### src/rtl/fe_plane_pkg.sv
package fe_plane_pkg;
  localparam int ADDR_W  = 4;
  localparam int ID_W    = 6;
  localparam int NFOLD   = 4;
  localparam int CH_W    = 6;
  localparam int NSTRIP  = 32;
  localparam int NGRP    = 8;
  localparam int NSRC    = NSTRIP + (NGRP - 1) + 1;
  localparam int WORD_W  = ID_W + NFOLD + CH_W + NSTRIP;
endpackage

### src/rtl/fe_hit_stretch.sv
module fe_hit_stretch #(
  parameter int LANES = 8,
  parameter int HOLD  = 100
) (
  input  logic             clk,
  input  logic             rst_n,
  input  logic [LANES-1:0] raw,
  output logic [LANES-1:0] held
);
  localparam int CW = $clog2(HOLD + 1);
  localparam logic [CW-1:0] LOAD = CW'(HOLD);

  for (genvar g = 0; g < LANES; g++) begin : g_lane
    logic [CW-1:0] cnt_q, cnt_d;

    always_comb begin
      cnt_d = cnt_q;
      if (raw[g])             cnt_d = LOAD;
      else if (cnt_q != '0)   cnt_d = cnt_q - CW'(1);
    end

    always_ff @(posedge clk or negedge rst_n) begin
      if (!rst_n) cnt_q <= '0;
      else        cnt_q <= cnt_d;
    end

    assign held[g] = (cnt_q != '0);


    stretch_hold_chk: assert property (@(posedge clk) disable iff (!rst_n)
      raw[g] |=> held[g]);
  end
endmodule

### src/rtl/fe_fold_coinc.sv
module fe_fold_coinc #(
  parameter int NGRP  = 8,
  parameter int NFOLD = 4
) (
  input  logic             clk,
  input  logic             rst_n,
  input  logic [NGRP-1:0]  grp,
  output logic [NFOLD-1:0] fold
);
  logic [NFOLD-1:0] fold_d, fold_q;

  always_comb begin
    for (int k = 1; k <= NFOLD; k++) begin
      logic acc;
      acc = 1'b0;
      for (int i = 0; i < NGRP; i++) begin
        logic run;
        run = 1'b1;
        for (int j = 0; j < k; j++) run = run & grp[(i + j) % NGRP];
        acc = acc | run;
      end
      fold_d[k-1] = acc;
    end
  end

  always_ff @(posedge clk or negedge rst_n) begin
    if (!rst_n) fold_q <= '0;
    else        fold_q <= fold_d;
  end

  assign fold = fold_q;


  fold_any_chk: assert property (@(posedge clk) disable iff (!rst_n)
    (|grp) |=> fold_q[0]);

  for (genvar k = 1; k < NFOLD; k++) begin : g_nest

    fold_nest_chk: assert property (@(posedge clk) disable iff (!rst_n)
      fold_q[k] |-> fold_q[k-1]);
  end
endmodule

### src/rtl/fe_event_shift.sv
module fe_event_shift #(
  parameter int W = 48
) (
  input  logic         clk,
  input  logic         rst_n,
  input  logic         load_req,
  input  logic [W-1:0] word_in,
  input  logic         shift_req,
  output logic         head,
  output logic         pending
);
  localparam int CNT_W = $clog2(W + 1);
  localparam logic [CNT_W-1:0] FULL = CNT_W'(W);

  logic [W-1:0]     sh_q, sh_d;
  logic [CNT_W-1:0] left_q, left_d;

  always_comb begin
    sh_d   = sh_q;
    left_d = left_q;
    if (load_req && left_q == '0) begin
      sh_d   = word_in;
      left_d = FULL;
    end else if (shift_req && left_q != '0) begin
      sh_d   = {sh_q[W-2:0], 1'b0};
      left_d = left_q - CNT_W'(1);
    end
  end

  always_ff @(posedge clk or negedge rst_n) begin
    if (!rst_n) begin
      sh_q   <= '0;
      left_q <= '0;
    end else begin
      sh_q   <= sh_d;
      left_q <= left_d;
    end
  end

  assign head    = sh_q[W-1];
  assign pending = (left_q != '0);


  word_hold_chk: assert property (@(posedge clk) disable iff (!rst_n)
    (pending && !shift_req) |=> $stable(sh_q));


  msb_first_chk: assert property (@(posedge clk) disable iff (!rst_n)
    (pending && shift_req) |=> (sh_q[W-1] == $past(sh_q[W-2])));
endmodule

### src/rtl/fe_mon_select.sv
module fe_mon_select #(
  parameter int NSRC = 40,
  parameter int CH_W = 6
) (
  input  logic            clk,
  input  logic            rst_n,
  input  logic            clr,
  input  logic            step_hit,
  input  logic            step_miss,
  input  logic [NSRC-1:0] src,
  output logic [CH_W-1:0] ch,
  output logic            mon_out
);
  localparam int PAD = 1 << CH_W;
  localparam logic [CH_W-1:0] LAST = CH_W'(NSRC - 1);

  logic [CH_W-1:0] ch_q, ch_d;
  logic            en_q, en_d;
  logic [PAD-1:0]  src_pad;

  always_comb begin
    ch_d = ch_q;
    en_d = en_q;
    if (clr) begin
      ch_d = '0;
      en_d = 1'b0;
    end else if (step_hit) begin
      if (!en_q)             en_d = 1'b1;
      else if (ch_q == LAST) ch_d = '0;
      else                   ch_d = ch_q + CH_W'(1);
    end else if (step_miss) begin
      en_d = 1'b0;
    end
  end

  always_ff @(posedge clk or negedge rst_n) begin
    if (!rst_n) begin
      ch_q <= '0;
      en_q <= 1'b0;
    end else begin
      ch_q <= ch_d;
      en_q <= en_d;
    end
  end

  assign src_pad = {{(PAD - NSRC){1'b0}}, src};
  assign ch      = ch_q;
  assign mon_out = en_q & src_pad[ch_q];


  ch_range_chk: assert property (@(posedge clk) disable iff (!rst_n)
    ch_q <= LAST);


  mon_enable_chk: assert property (@(posedge clk) disable iff (!rst_n)
    (step_hit && !en_q && !clr) |=> (en_q && $stable(ch_q)));


  mon_clear_chk: assert property (@(posedge clk) disable iff (!rst_n)
    clr |=> (!en_q && ch_q == '0 && !mon_out));
endmodule

### src/rtl/fe_plane_ctrl.sv
module fe_plane_ctrl
  import fe_plane_pkg::*;
#(
  parameter int STRETCH_CYC = 100
) (
  input  logic              clk,
  input  logic              rst_n,
  input  logic [ADDR_W-1:0] slot_addr,
  input  logic [ID_W-1:0]   board_id,
  input  logic [NSTRIP-1:0] strip_hit,
  input  logic [NGRP-1:0]   grp_hit,
  input  logic              cal_in,
  input  logic              trig,
  input  logic [ADDR_W-1:0] ch_addr,
  input  logic              ev_mode,
  input  logic              ev_step,
  input  logic              ser_in,
  output logic              ser_out,
  input  logic              mon_step,
  input  logic              mon_rst,
  output logic              mon_out,
  output logic [NFOLD-1:0]  fold
);
  logic [1:0]        rst_sync_q;
  logic              rst_int_n;
  logic [NSTRIP-1:0] strip_held;
  logic [NGRP-1:0]   grp_held;
  logic [CH_W-1:0]   mon_ch;
  logic [WORD_W-1:0] ev_word;
  logic [NSRC-1:0]   mon_src;
  logic              addr_hit, ev_shift, mon_hit, mon_miss, head, pending;

  always_ff @(posedge clk or negedge rst_n) begin
    if (!rst_n) rst_sync_q <= '0;
    else        rst_sync_q <= {rst_sync_q[0], 1'b1};
  end
  assign rst_int_n = rst_sync_q[1];

  assign addr_hit = (ch_addr == slot_addr);
  assign ev_shift = ev_mode & ev_step & addr_hit;
  assign mon_hit  = ~ev_mode & mon_step & addr_hit;
  assign mon_miss = ~ev_mode & mon_step & ~addr_hit;

  fe_hit_stretch #(.LANES(NSTRIP), .HOLD(STRETCH_CYC)) u_strip_str (
    .clk(clk), .rst_n(rst_int_n), .raw(strip_hit), .held(strip_held));

  fe_hit_stretch #(.LANES(NGRP), .HOLD(STRETCH_CYC)) u_grp_str (
    .clk(clk), .rst_n(rst_int_n), .raw(grp_hit), .held(grp_held));

  fe_fold_coinc #(.NGRP(NGRP), .NFOLD(NFOLD)) u_fold (
    .clk(clk), .rst_n(rst_int_n), .grp(grp_held), .fold(fold));

  assign ev_word = {board_id, fold, mon_ch, strip_held};

  fe_event_shift #(.W(WORD_W)) u_shift (
    .clk(clk), .rst_n(rst_int_n), .load_req(trig), .word_in(ev_word),
    .shift_req(ev_shift), .head(head), .pending(pending));

  assign mon_src = {cal_in, grp_held[NGRP-2:0], strip_held};

  fe_mon_select #(.NSRC(NSRC), .CH_W(CH_W)) u_mon (
    .clk(clk), .rst_n(rst_int_n), .clr(mon_rst), .step_hit(mon_hit),
    .step_miss(mon_miss), .src(mon_src), .ch(mon_ch), .mon_out(mon_out));

  assign ser_out = (ev_mode && addr_hit) ? head : ser_in;


  trig_ignore_chk: assert property (@(posedge clk) disable iff (!rst_int_n)
    (pending && trig && !ev_shift) |=> pending);
endmodule

### config.mk
export PLATFORM = sky130hd
export DESIGN_NAME = fe_plane_ctrl
export DESIGN_NICKNAME = d
export VERILOG_FILES = /design/src/rtl/fe_plane_pkg.sv /design/src/rtl/fe_hit_stretch.sv /design/src/rtl/fe_fold_coinc.sv /design/src/rtl/fe_event_shift.sv /design/src/rtl/fe_mon_select.sv /design/src/rtl/fe_plane_ctrl.sv
export SDC_FILE = /design/constraint.sdc
export NUM_CORES = 1
export LEC_CHECK = 0
export BUFFER_PORTS_ARGS = -buffer_cell sky130_fd_sc_hd__buf_4
export CORE_ASPECT_RATIO = 1.2
export CORE_MARGIN = 10
export CORE_UTILIZATION = 64
export CTS_BUF_LIST = sky130_fd_sc_hd__clkbuf_4
export DETAILED_ROUTE_END_ITERATION = 10
export GPL_ROUTABILITY_DRIVEN = 0
export PLACE_DENSITY = 0.83
export SYNTH_ARGS = -nofsm -noshare
export SYNTH_HDL_FRONTEND = slang
export SYNTH_SLANG_ARGS = --single-unit
### constraint.sdc
create_clock -name clk -period 14.3 [get_ports clk]
set_input_delay 0.715 -clock clk [delete_from_list [all_inputs] [get_ports clk]]
set_output_delay 0.715 -clock clk [all_outputs]
set_load 0.1 [all_outputs]
# Word-level counts from Yosys, hierarchy flattened
# Cells that the tools add are included.
# W data, S select, Z words.
# op_classes
bitwise_logic	60
mux	94
n_addsub	42
reduce_logical	90
order_cmp	1
n_eq_ne	2
# op_table
operator	n
$mux W7	80
$reduce_bool A7 Y1	40
$sub A7 B1 Y7 const B	40
$mux W48	2
$reduce_bool A2 Y1	43
$mux W6	6
$and A1 B1 Y1	30
$or A1 B1 Y1	28
$lt A6 B7 Y1 const B	1
$add A6 B1 Y6 const B	1
$bmux W1 S6	1
$eq A6 B6 Y1 const B	1
$logic_not A6 Y1	1
$reduce_bool A6 Y1	1
$sub A6 B1 Y6 const B	1
$mux W1	5
$eq A4 B4 Y1	1
$logic_and A1 B1 Y1	3
$reduce_bool A3 Y1	1
$not A1 Y1	2
$reduce_and A2 Y1	1
# word_totals
output_inout_bits	6
word_cells	335
reg_bits	347

# Depth between registers and ports, before layout
# logic_depth
ltp_word	11
depth_mapped	9
ltp_nobuf	8

# Hierarchy
# Synthesis repeated with hierarchy kept, for this count alone.
# unflattened
hier_cells	1938
area_unflattened_um2	18786.8
# by_module_without_submodules
module	cells_each	seq_area_each_um2	area_per_inst_um2	n_inst
fe_hit_stretch (u_strip_str)	1220	5605.4	11768.8	1
fe_hit_stretch (u_grp_str)	308	1401.3	2990.4	1
fe_event_shift	310	1351.3	2956.6	1
fe_mon_select	66	175.2	711.9	1
fe_fold_coinc	21	100.1	214.0	1
fe_plane_ctrl	13	50.0	145.1	1

# Worst setup path before layout
# OpenSTA, ideal clock, no wires.
# synth_timing
path_kind	register to output
startpoint	reg u_strip_str.g_lane[23].cnt_q[0]
endpoint	out mon_out
path_stages_with_launch	10
arrival_time_ns	2.919
slack_ns	10.666
path_cell_list	dfrtp_1 -> inv_1 -> ha_1 -> or3b_2 -> or4_1 -> clkbuf_1 -> nor2_1 -> nor4_1 -> nor4_1 -> o211ai_1
# synth_via
elab_chain_cells	4
# synth_lines
element	line	source
from (decl)	fe_hit_stretch.sv:14	logic [CW-1:0] cnt_q, cnt_d;
from (signal assigned)	fe_hit_stretch.sv:24	else cnt_q <= cnt_d;
$reduce_bool A7 Y1	fe_hit_stretch.sv:27	assign held[g] = (cnt_q != '0);
$bmux W1 S6	fe_mon_select.sv:48	assign mon_out = en_q & src_pad[ch_q];
$mux W1 (implied by the code)	fe_mon_select.sv:48	
$and A1 B1 Y1	fe_mon_select.sv:48	
to (decl)	fe_plane_ctrl.sv:21	output logic mon_out,
# No other way between the ends. The select of a mux whose other input is x is not followed.

# Final worst setup path
# layout_timing
startpoint	reg u_mon.ch_q[0], in the netlist u_mon.ch[0]
endpoint	out mon_out
# layout_via
elab_chain_cells	3
# layout_lines
element	line	source
from (decl)	fe_mon_select.sv:17	logic [CH_W-1:0] ch_q, ch_d;
from (signal assigned)	fe_mon_select.sv:41	ch_q <= ch_d;
$bmux W1 S6	fe_mon_select.sv:48	
$mux W1 (implied by the code)	fe_mon_select.sv:48	
$and A1 B1 Y1	fe_mon_select.sv:48	
# No other way between the ends. The select of a mux whose other input is x is not followed.

==> impl_results.html <==
<table>
<tr><th>Metric</th><th>Value</th></tr>
<tr><th colspan="2">Status</th></tr>
<tr><td>Outcome</td><td>complete, no violations</td></tr>
<tr><th colspan="2">Timing</th></tr>
<tr><td>Maximum frequency from static timing analysis</td><td>between 200 and 250 MHz</td></tr>
<tr><td>Slew HR</td><td>~32%</td></tr>
<tr><td>Pin slew with the least headroom to its limit</td><td>approximately 1000 ps</td></tr>
<tr><td>Final worst-path cycle share</td><td>between 30% and 40%</td></tr>
<tr><td>Fin Setup TNS</td><td>0 ps</td></tr>
<tr><td>Final number of setup-violating endpoints</td><td>0</td></tr>
<tr><td>Clock skew after layout</td><td>52.44 ps</td></tr>
<tr><td>Number of max-slew violations in the final report</td><td>0</td></tr>
<tr><td>Final critical-path required period</td><td>roughly 4400 ps</td></tr>
<tr><td>Setup repair after global routing missed its margin</td><td>no</td></tr>
<tr><td>Final Hold Vio Count</td><td>0</td></tr>
<tr><th colspan="2">Setup path</th></tr>
<tr><td>Depth of the worst register-to-register path</td><td>2</td></tr>
<tr><td>CP Max Fanout</td><td>22</td></tr>
<tr><td>Critical path type</td><td>reg2out</td></tr>
<tr><td>Worst Setup Start Kind</td><td>register</td></tr>
<tr><td>Reg-to-reg critical path endpoint</td><td>u_strip_str.g_lane[29].cnt_q[4]</td></tr>
<tr><td>Data required, critical path</td><td>~14000 ps</td></tr>
<tr><td>Critical path endpoint category</td><td>primary output</td></tr>
<tr><td>Register-to-Register Setup Slack</td><td>around 11000 ps</td></tr>
<tr><td>Arrival @ worst endpoint</td><td>3690 ps</td></tr>
<tr><td>Reg-to-reg startpoint</td><td>rst_sync_q[1]</td></tr>
<tr><th colspan="2">CTS</th></tr>
<tr><td>Clock insertion delay at the later pin of the skew report</td><td>approximately 740 ps</td></tr>
<tr><td>Num Clock Sinks</td><td>approximately 350</td></tr>
<tr><td>Clock transition at path regs</td><td>around 70 ps</td></tr>
<tr><td>Clock buffer depth</td><td>3</td></tr>
<tr><td>Post-CTS repair timing setup buffer count</td><td>0</td></tr>
<tr><td>CTS buffer count</td><td>87</td></tr>
<tr><td>CTS tree</td><td>yes</td></tr>
<tr><td>Library cell used as clock root buffer</td><td>sky130_fd_sc_hd__clkbuf_4</td></tr>
<tr><td>H-tree depth</td><td>3</td></tr>
<tr><th colspan="2">Detailed routing</th></tr>
<tr><td>Number of remaining DRC errors</td><td>0</td></tr>
<tr><td>DRT antenna net count</td><td>0</td></tr>
<tr><td>Initial drt markers</td><td>900</td></tr>
<tr><td>Total wire length</td><td>approximately 35000 µm</td></tr>
<tr><td>Number of optimization iterations in the first detailed-route pass</td><td>5</td></tr>
<tr><td>Drt wl/cell</td><td>~16 µm</td></tr>
<tr><td>Overall via count from detail_route</td><td>about 13k</td></tr>
<tr><td>Per-cell via count in the routed design</td><td>5.867</td></tr>
<tr><th colspan="2">Final layout</th></tr>
<tr><td>Final layout net count</td><td>between 1.5k and 2k</td></tr>
<tr><td>Post-layout instance area</td><td>~19000 µm²</td></tr>
<tr><td>Sequential cell area in the final layout</td><td>between 8000 and 9000 µm²</td></tr>
<tr><td>Synthesis-to-finish area growth</td><td>11.02%</td></tr>
<tr><td>Fillers</td><td>1870</td></tr>
<tr><td>Combined area of the multi-input logic cells</td><td>7551 µm²</td></tr>
<tr><td>Ratio of cells with drive above 1 in the final layout</td><td>about an eighth</td></tr>
<tr><th colspan="2">Worst hold path</th></tr>
<tr><td>Hold path depth</td><td>2</td></tr>
<tr><td>Hold_sp</td><td>strip_hit[30]</td></tr>
<tr><td>Worst hold path type</td><td>in2reg</td></tr>
<tr><td>WHS Endpoint</td><td>u_strip_str.g_lane[30].cnt_q[4]</td></tr>
<tr><th colspan="2">Synthesis</th></tr>
<tr><td>Share of flip-flops with an asynchronous set or reset after synthesis</td><td>between 90% and 100%</td></tr>
<tr><td>Part of the Yosys area used for sequential elements</td><td>between 50% and 60%</td></tr>
<tr><td>Flip-flop and latch count after synthesis</td><td>347</td></tr>
<tr><td>EDFF count, synth</td><td>0</td></tr>
<tr><td>Leading area contributor after synthesis</td><td>sky130_fd_sc_hd__dfrtp_1</td></tr>
<tr><td>Yosys synthesis warning count</td><td>0</td></tr>
<tr><td>Syn_nets</td><td>around 1.8k</td></tr>
<tr><td>Leading post-synthesis cells by instance count</td><td>347 x sky130_fd_sc_hd__dfrtp_1, 263 x sky130_fd_sc_hd__nor2_1, 137 x sky130_fd_sc_hd__nand2_1</td></tr>
<tr><td>Synth area leaders</td><td>sky130_fd_sc_hd__dfrtp_1 51%, sky130_fd_sc_hd__nor2_1 5.8%, sky130_fd_sc_hd__xnor2_1 4.9%</td></tr>
<tr><td>Top-area cell type share of the netlist area</td><td>about half</td></tr>
<tr><td>Summed instance area of the synthesized netlist</td><td>around 17000 µm²</td></tr>
<tr><td>Gate count of the mapped netlist</td><td>roughly 1.7k</td></tr>
<tr><td>Number of library cell types mapped by synthesis</td><td>69</td></tr>
<tr><td>Predominant post-synthesis flop cell</td><td>sky130_fd_sc_hd__dfrtp_1</td></tr>
<tr><td>Leading cell type by number of instances after synthesis</td><td>sky130_fd_sc_hd__dfrtp_1</td></tr>
<tr><td>Mean Syn Cell Area</td><td>9.727 µm²</td></tr>
<tr><th colspan="2">Floorplan</th></tr>
<tr><td>Initial core utilization</td><td>between 60 and 70%</td></tr>
<tr><td>Io pins</td><td>69</td></tr>
<tr><td>Count of standard-cell rows</td><td>65</td></tr>
<tr><td>Die outline width</td><td>approximately 170 µm</td></tr>
<tr><td>Total die area</td><td>33290 µm²</td></tr>
<tr><td>Floorplan die height</td><td>just under 200 µm</td></tr>
<tr><td>Placeable core region</td><td>around 26000 µm²</td></tr>
<tr><th colspan="2">Global route</th></tr>
<tr><td>Via count of the first global-routing pass</td><td>roughly 14k</td></tr>
<tr><td>Initial antenna violation count</td><td>1</td></tr>
<tr><td>First-pass GRT wire length</td><td>61310 µm</td></tr>
<tr><td>Gr ovfl total</td><td>0</td></tr>
<tr><td>Largest net degree at the start of global routing</td><td>85</td></tr>
<tr><td>Global-route total usage across every layer</td><td>a little over a fifth</td></tr>
<tr><th colspan="2">Placement</th></tr>
<tr><td>Placed Instance Area</td><td>17680 µm²</td></tr>
<tr><td>Post-DP HPWL</td><td>24030 µm</td></tr>
<tr><td>IO Port Bufs</td><td>68</td></tr>
<tr><th colspan="2">Power</th></tr>
<tr><td>Power density over the cells</td><td>about 130 nW/µm²</td></tr>
<tr><td>Pwr Total</td><td>~2.4 mW</td></tr>
<tr><td>Leakage</td><td>~8.0 nW</td></tr>
<tr><td>Peak VDD IR</td><td>approximately 0.084 mV</td></tr>
<tr><th colspan="2">Flow run</th></tr>
<tr><td>Number of max-cap violations</td><td>0</td></tr>
</table>
worst max-delay path, cell delays in order (launching register included):
cell and delay (ps):
sky130_fd_sc_hd__dfrtp_1 870, sky130_fd_sc_hd__clkinv_1 520, sky130_fd_sc_hd__and3_2 370, sky130_fd_sc_hd__a2111oi_2 350, sky130_fd_sc_hd__o2111ai_1 190, sky130_fd_sc_hd__o31ai_1 160, sky130_fd_sc_hd__o211ai_1 220, sky130_fd_sc_hd__buf_4 280
how the worst max path moves through the flow:
stage                     slack (ps)              to                             from
final                           9900         mon_out                      u_mon.ch[0]
after global routing            9760         mon_out  u_strip_str.g_lane[17].cnt_q[0]
after CTS                       9930         mon_out                      u_mon.ch[0]
after detailed placement       10700         mon_out                      u_mon.ch[0]
after global placement         10780         mon_out                      u_mon.ch[0]
after floorplan                 3910  u_fold.fold[0]                    rst_sync_q[1]
registers in the layout (all words and copies together) (netlist names):
| name | flops |
|---|---|
| u_mon.ch | 6 |
| u_strip_str.g_lane.cnt_q | 224 |
| u_shift.left_q | 6 |
| rst_sync_q | 2 |
| u_shift.sh_q | 48 |
| u_grp_str.g_lane.cnt_q | 56 |
| u_mon.en_q | 1 |
| u_fold.fold | 4 |
report_power, final:
group,switching [mW],internal [mW],total [mW]
registers,0.125,1.13,1.26
logic,0.203,0.181,0.384
clock network,0.392,0.412,0.804
what timing repair did:
action                    in CTS  in global routing
gates resized for setup        0                  0
hold buffers                   1                  0
hold endpoints to repair       2                  0
cells in the final DEF (no fill, tap or decap), drive strengths merged, types with 9 or more instances in the layout:
cell / Yosys / routed
clkbuf: 29 / 123
a21o: 29 / 29
xor2: 23 / 23
clkinv: 1 / 18
mux2i: 20 / 20
nor3: 37 / 37
ha: 49 / 49
or4: 42 / 42
a31oi: 31 / 31
dfrtp: 347 / 347
buf: 12 / 77
nor4: 52 / 52
nand3b: 22 / 22
nand2: 137 / 137
nor3b: 9 / 9
a21oi: 95 / 95
nor2: 268 / 268
or3b: 19 / 19
nand2b: 36 / 36
nand3: 41 / 41
and3: 12 / 12
inv: 117 / 120
or3: 34 / 34
a211oi: 32 / 32
a22oi: 13 / 13
o31ai: 43 / 43
or2: 17 / 17
o21ai: 32 / 32
xnor2: 95 / 95
final cells by class:
class / count / area share (%)
diodes: 1 / 0.01336
multi-input cells: 1229 / 40.30
well taps: 335 / 2.237
repair buffers: 78 / 3.139
clock inverters: 23 / 0.6478
inverters: 118 / 2.364
clock buffers: 123 / 4.929
flip-flops and latches: 347 / 46.37
metrics by stage:
| stage | setup WS [ps] | util (%) | hold slack [ps] | cells |
|---|---|---|---|---|
| after global routing | 9756 | 71.77 | 151.9 | 2254 |
| after detailed placement | 10700 | 67.72 | 338.6 | 2106 |
| after floorplan | 3913 | - | 331.2 | 1735 |
| final | 9899 | 71.77 | 170.0 | 2254 |
| after global placement | 10780 | 67.72 | 339.8 | 2106 |
| after CTS | 9928 | 71.76 | 128.3 | 2253 |
cell families after synthesis:
family	Yosys count	share of synthesized area, %
mux	22	1.320
other cells	1	0.02222
simple gates	743	22.40
buf+inv	159	3.885
fa+ha+maj	49	3.633
xor+xnor	118	6.124
compound gates	296	11.17
flops	347	51.45
metal layers:
metal | share of wire [%] | global-route usage [%] | up-vias | wire length, µm
li1 | - | - | 6327 | -
met3 | 5.7 | 4.780 | 71 | 1997
met5 | 0 | 0 | - | 0
met1 | 41 | 24.77 | 6488 | 14500
met2 | 51 | 37.61 | 338 | 17970
met4 | 2.5 | 8.909 | 0 | 881
(Power assumes the default switching activity.)
